==> src/rtl/pmc_pkg.sv <==
package pmc_pkg;

  typedef enum logic [1:0] {
    MODE_RUN   = 2'b00,
    MODE_IDLE  = 2'b01,
    MODE_PDOWN = 2'b10
  } pwrMode_e;

  // strobes from the mode control to the pin/reset datapath
  typedef struct packed {
    logic cpuGateOpen;
    logic perGateOpen;
    logic oscHalt;
    logic pinOverride;
    logic strobeLow;
  } modeStrobes_t;

endpackage

==> src/rtl/pmc_mode_ctrl.sv <==
module pmc_mode_ctrl
  import pmc_pkg::*;
(
  input  logic         clk,
  input  logic         porN,
  input  logic         idleReq,
  input  logic         pdReq,
  input  logic         intPend,
  input  logic         sysReset,
  output pwrMode_e     modeQ,
  output modeStrobes_t strobes,
  output logic         idleClr
);

  pwrMode_e modeNext;
  logic     idleClrQ;
  logic     wakeByInt;

  // interrupt wake only counts when no qualified reset competes
  assign wakeByInt = (modeQ == MODE_IDLE) && intPend && !sysReset;

  always_comb begin
    modeNext = modeQ;
    unique case (modeQ)
      MODE_RUN: begin
        if (pdReq)
          modeNext = MODE_PDOWN;
        else if (idleReq && !idleClrQ)
          modeNext = MODE_IDLE;
      end
      MODE_IDLE: begin
        if (intPend)
          modeNext = MODE_RUN;
      end
      MODE_PDOWN: begin
        modeNext = MODE_PDOWN;
      end
      default: modeNext = MODE_RUN;
    endcase
    if (sysReset)
      modeNext = MODE_RUN;
  end

  always_ff @(posedge clk or negedge porN) begin
    if (!porN) begin
      modeQ    <= MODE_RUN;
      idleClrQ <= 1'b0;
    end else begin
      modeQ    <= modeNext;
      idleClrQ <= wakeByInt;
    end
  end

  always_comb begin
    strobes.cpuGateOpen = (modeQ == MODE_RUN);
    strobes.perGateOpen = (modeQ != MODE_PDOWN);
    strobes.oscHalt     = (modeQ == MODE_PDOWN);
    strobes.pinOverride = (modeQ != MODE_RUN);
    strobes.strobeLow   = (modeQ == MODE_PDOWN);
  end

  assign idleClr = idleClrQ;

endmodule

==> src/rtl/pmc_pin_path.sv <==
module pmc_pin_path
  import pmc_pkg::*;
#(
  parameter int CLKS_PER_MC = 12,
  parameter int RST_MCS     = 2
) (
  input  logic         clk,
  input  logic         porN,
  input  logic         rstPin,
  input  logic         extProg,
  input  modeStrobes_t strobes,
  output logic         sysReset,
  output logic         cpuClkEn,
  output logic         periphClkEn,
  output logic         oscEn,
  output logic         pinOvr,
  output logic         aleLevel,
  output logic         psenLevel,
  output logic         port0Float
);

  localparam int RST_LEN = CLKS_PER_MC * RST_MCS;
  localparam int CNT_W   = $clog2(RST_LEN + 1);
  localparam logic [CNT_W-1:0] CNT_TOP = CNT_W'(RST_LEN);

  logic [CNT_W-1:0] highRun;

  // consecutive-high counter, saturating at the qualifying length
  always_ff @(posedge clk or negedge porN) begin
    if (!porN)
      highRun <= '0;
    else if (!rstPin)
      highRun <= '0;
    else if (highRun != CNT_TOP)
      highRun <= highRun + 1'b1;
  end

  assign sysReset = (highRun == CNT_TOP);

  // a high reset pin restarts a halted oscillator so the count can proceed
  assign oscEn       = !strobes.oscHalt || rstPin;
  assign cpuClkEn    = strobes.cpuGateOpen;
  assign periphClkEn = strobes.perGateOpen;
  assign pinOvr      = strobes.pinOverride;
  assign aleLevel    = !strobes.strobeLow;
  assign psenLevel   = !strobes.strobeLow;
  assign port0Float  = strobes.pinOverride && extProg;

endmodule

==> src/rtl/pwr_mode_ctrl.sv <==
module pwr_mode_ctrl
  import pmc_pkg::*;
#(
  parameter int CLKS_PER_MC = 12,
  parameter int RST_MCS     = 2
) (
  input  logic       clk,
  input  logic       porN,
  input  logic       rstPin,
  input  logic       idleReq,
  input  logic       pdReq,
  input  logic       intPend,
  input  logic       extProg,
  output logic [1:0] pwrMode,
  output logic       cpuClkEn,
  output logic       periphClkEn,
  output logic       oscEn,
  output logic       pinOvr,
  output logic       aleLevel,
  output logic       psenLevel,
  output logic       port0Float,
  output logic       idleClr,
  output logic       sysReset
);

  localparam int RST_LEN = CLKS_PER_MC * RST_MCS;

  pwrMode_e     modeQ;
  modeStrobes_t strobes;

  pmc_mode_ctrl u_ctrl (
    .clk      (clk),
    .porN     (porN),
    .idleReq  (idleReq),
    .pdReq    (pdReq),
    .intPend  (intPend),
    .sysReset (sysReset),
    .modeQ    (modeQ),
    .strobes  (strobes),
    .idleClr  (idleClr)
  );

  pmc_pin_path #(
    .CLKS_PER_MC (CLKS_PER_MC),
    .RST_MCS     (RST_MCS)
  ) u_path (
    .clk         (clk),
    .porN        (porN),
    .rstPin      (rstPin),
    .extProg     (extProg),
    .strobes     (strobes),
    .sysReset    (sysReset),
    .cpuClkEn    (cpuClkEn),
    .periphClkEn (periphClkEn),
    .oscEn       (oscEn),
    .pinOvr      (pinOvr),
    .aleLevel    (aleLevel),
    .psenLevel   (psenLevel),
    .port0Float  (port0Float)
  );

  assign pwrMode = modeQ;

endmodule

==> config.mk <==
export PLATFORM = sky130hd
export DESIGN_NAME = pwr_mode_ctrl
export DESIGN_NICKNAME = d
export VERILOG_FILES = /design/src/rtl/pmc_pkg.sv /design/src/rtl/pmc_mode_ctrl.sv /design/src/rtl/pmc_pin_path.sv /design/src/rtl/pwr_mode_ctrl.sv
export SDC_FILE = /design/constraint.sdc
export NUM_CORES = 1
export LEC_CHECK = 0
export BUFFER_PORTS_ARGS = -buffer_cell sky130_fd_sc_hd__buf_2
export CAP_MARGIN = 20
export CORE_AREA = 2 2 39 41
export CTS_CLUSTER_DIAMETER = 150
export DETAILED_ROUTE_END_ITERATION = 16
export DIE_AREA = 0 0 41 43
export HOLD_SLACK_MARGIN = 0.03
export PLACE_DENSITY_LB_ADDON = 0.08
export SLEW_MARGIN = 0
export SYNTH_ARGS = -nofsm -noshare
export SYNTH_HDL_FRONTEND = slang
export SYNTH_SLANG_ARGS = --single-unit
==> constraint.sdc <==
create_clock -name clk -period 1.5 [get_ports clk]
set_input_delay 0.45 -clock clk [delete_from_list [all_inputs] [get_ports clk]]
set_output_delay 0.45 -clock clk [all_outputs]
set_load 0.03 [all_outputs]
==> flow_summary_export.csv <==
group,metric,value,unit
outcome,status,"finished with violations",
outcome,violations,"negative setup slack",
global_route,grt_max_degree,10,
route,antenna_left,0,
floorplanning,die_area,0.00176,sq mm
worst_setup_path,slowest_delay,390,ps
floorplanning,top_level_ports,18,
cells_and_area,layout-drive-gt1-share,55.6,%
logic_synthesis,ys_types,20,
clocking,htree_levels,1,
cells_and_area,n_antenna_cell,0,
route,drc_errors,0,
route,drtIter0Drc,6,
timing,slew_viol_final,0,
logic_synthesis,synthArstFlopShare,100,%
route,wl,942,um
logic_synthesis,synth_area_leader_cell,"dfrtp_1",
floorplanning,rows,14,
clocking,root_buffer,"clkbuf_4",
clocking,cts_tree,"done",
timing,setup_tns,-540,ps
global_route,grtUsageTotal,14.1,%
timing,post-route-min-period,1670,ps
cells_and_area,final_util,51.8,%
logic_synthesis,syn_nets,54,
logic_synthesis,synth_ff_type,"dfrtp_1",
clocking,cts_buffers,3,
logic_synthesis,yosysSeqAreaShare,45.1,%
hold_path,hold_path.class,"input port to flip-flop",
worst_setup_path,critical_path_class,"flip-flop to primary output",
worst_setup_path,critPathArrivalTime,1220,ps
worst_setup_path,endpoint_kind,"primary output",
cells_and_area,final_nets,82,
route,num_vias,408,
floorplanning,start_util,32.1,%
pwr,p_leak,0.349,nW
global_route,grt_pass1_vias,396,
timing,final-setup-viol-count,6,
timing,finClkSkew,2.67,ps
clocking,clockBufferDepth,2,
pwr,power_density,679,mW/mm^2
logic_synthesis,ys_top_cells_by_area,"dfrtp_1 (45%), mux2i_1 (9.0%), ha_1 (5.6%), nand2b_1 (5.6%), nand2_1 (5.1%)",
timing,setup_slack,-170,ps
route,drtPass1Iterations,2,
clocking,path_clk_slew,60,ps
logic_synthesis,synth-seq-cells,8,
place,dp.cells,77,
job,maxCapViolCount,0,
clocking,cts.sinks,8,
worst_setup_path,cp.required,1050,ps
place,port_buffers,17,
floorplanning,die_y,43,um
timing,timing_hold_violations_final,0,
place,gp_congestion,0.654,
logic_synthesis,yosysWarnings,0,
global_route,antenna_found_initial,0,
global_route,grt-ovfl-total,0,
logic_synthesis,ys_top_cells_by_count,"dfrtp_1 (8), nand2_1 (6), mux2i_1 (4), nand2b_1 (4), inv_1 (3)",
timing,max-slew-margin-rel,87.8,%
logic_synthesis,synth_top_area_share,45.1,%
route,wl_per_cell,10.7,um
worst_setup_path,crit_buf_inv,2,
timing,period_share,111,%
place,dp_slack,55.6,ps
route,via_per_inst,4.64,
cells_and_area,synthToLayoutAreaGrowth,61.4,%
logic_synthesis,yosysMostFrequentCell,"dfrtp_1",
floorplanning,die_w,41,um
logic_synthesis,syn_inst,45,
cells_and_area,fin_cells,88,
global_route,grt_first_pass_wirelength,1620,um
logic_synthesis,syn_avg_cell_area,9.87,sq um
timing,timing.fmax,599,MHz
timing,rsz0062_at_grt,"yes",
pwr,ir_drop,0.333,mV
place,dpl-instance-area,571,sq um
worst_setup_path,cp_top_family,"flip-flops",
worst_setup_path,crit_fanout,2,
place,hpwlAfterDp,669,um
timing,tightestPinTransition,182,ps
logic_synthesis,synth_area,444,sq um
clocking,clk_latency,260,ps
logic_synthesis,synth-edff-count,0,
worst_setup_path,path_cells,"inv_2 > ha_4 > and4b_1 > buf_6",
floorplanning,core,0.00138,sq mm
cells_and_area,postLayoutCellArea,717,sq um
worst_setup_path,critical-path-slowest-cell,"dfrtp_1",
worst_setup_path,start_kind,"flip-flop",
==> sequential cells by signal, indices dropped and copies added (netlist names) <==
name and cells:
u_ctrl.idleClr 1, u_path.highRun 5, u_ctrl.modeQ 2
==> repair_timing <==
item,4_1_cts,5_1_grt
endpoints found under the setup margin,8,9
pin swaps,3,0
setup buffers,5,1
hold buffers,1,0
resized for setup,18,5
hold endpoints to repair,8,0
==> report_power, final <==
group,internal (W),switching [W]
sequential,0.000223,0.00000604
clock,0.000102,0.0000813
combinational,0.0000389,0.0000353
==> cell type report <==
cell class              instances  area (sq um)
fillers                       124           667
clock buffers                   4          26.3
multi-input cells              30           241
flip-flops and latches          8           203
inverters                       3          11.3
repair buffers                 27           215
well taps                      16          20.0
==> stage by stage <==
stage	power (W)	hold WS (ps)
after floorplan	0.000265	154
after global placement	0.000290	312
after detailed placement	0.000290	303
after CTS	0.000493	417
after global routing	0.000517	430
final	0.000486	425
==> worst register-to-register path, delay by kind of cell, from the launching register on <==
kind / cells / cell delay (ps)
simple gates: 1 / 520
flops: 1 / 440
compound gates: 1 / 220
buf+inv: 1 / 150
==> placed cells by master (no fill, tap or decap) <==
cell           instances
buf_6                  8
or2_4                  1
clkbuf_1               1
nor3b_1                1
nand3_1                2
nand2b_4               1
nor3_1                 2
clkbuf_4               3
and4b_1                1
mux2i_1                4
buf_4                 10
dfrtp_1                6
or2b_1                 1
dlygate4sd3_1          1
nor2_4                 1
nor2_1                 1
and2_4                 1
or4b_1                 1
dfrtp_2                2
nand2b_1               3
ha_1                   1
nand2_1                6
buf_2                  8
ha_4                   1
inv_2                  3
xnor2_1                1
a211oi_2               1
==> path summary, 6_finish.rpt <==
path | startpoint | to | slack (ps) | cells after the start
max | u_path.highRun[1] | sysReset | -170 | 4
min | intPend | u_ctrl.idleClr | 420 | 3
max reg2reg | u_ctrl.modeQ[0] | u_ctrl.modeQ[0] | 80 | 3
min reg2reg | u_path.highRun[4] | u_path.highRun[4] | 540 | 2
max in group asynchronous | porN | u_ctrl.modeQ[1] | 760 | 2
min in group asynchronous | porN | u_ctrl.idleClr | 560 | 2
==> logic make-up after synthesis <==
group / share of synthesized area (%)
and+or+nand+nor: 27.6
DFF: 45.1
buffers and inverters: 7.88
muxes: 9.01
adders and majority gates: 5.63
AOI/OAI and AO/OA: 2.82
xor gates and xnor gates: 1.97
==> routing by layer <==
| layer | up-vias | share of wire, % | track usage, % |
|---|---|---|---|
| met1 | 187 | 41 | 15.7 |
| met3 | 5 | 6.7 | 3.14 |
| met5 | - | 0 | 0 |
| met2 | 17 | 48 | 21.3 |
| li1 | 199 | - | - |
| met4 | 0 | 3.5 | 12.0 |
Power figures use the tool's default switching activity.
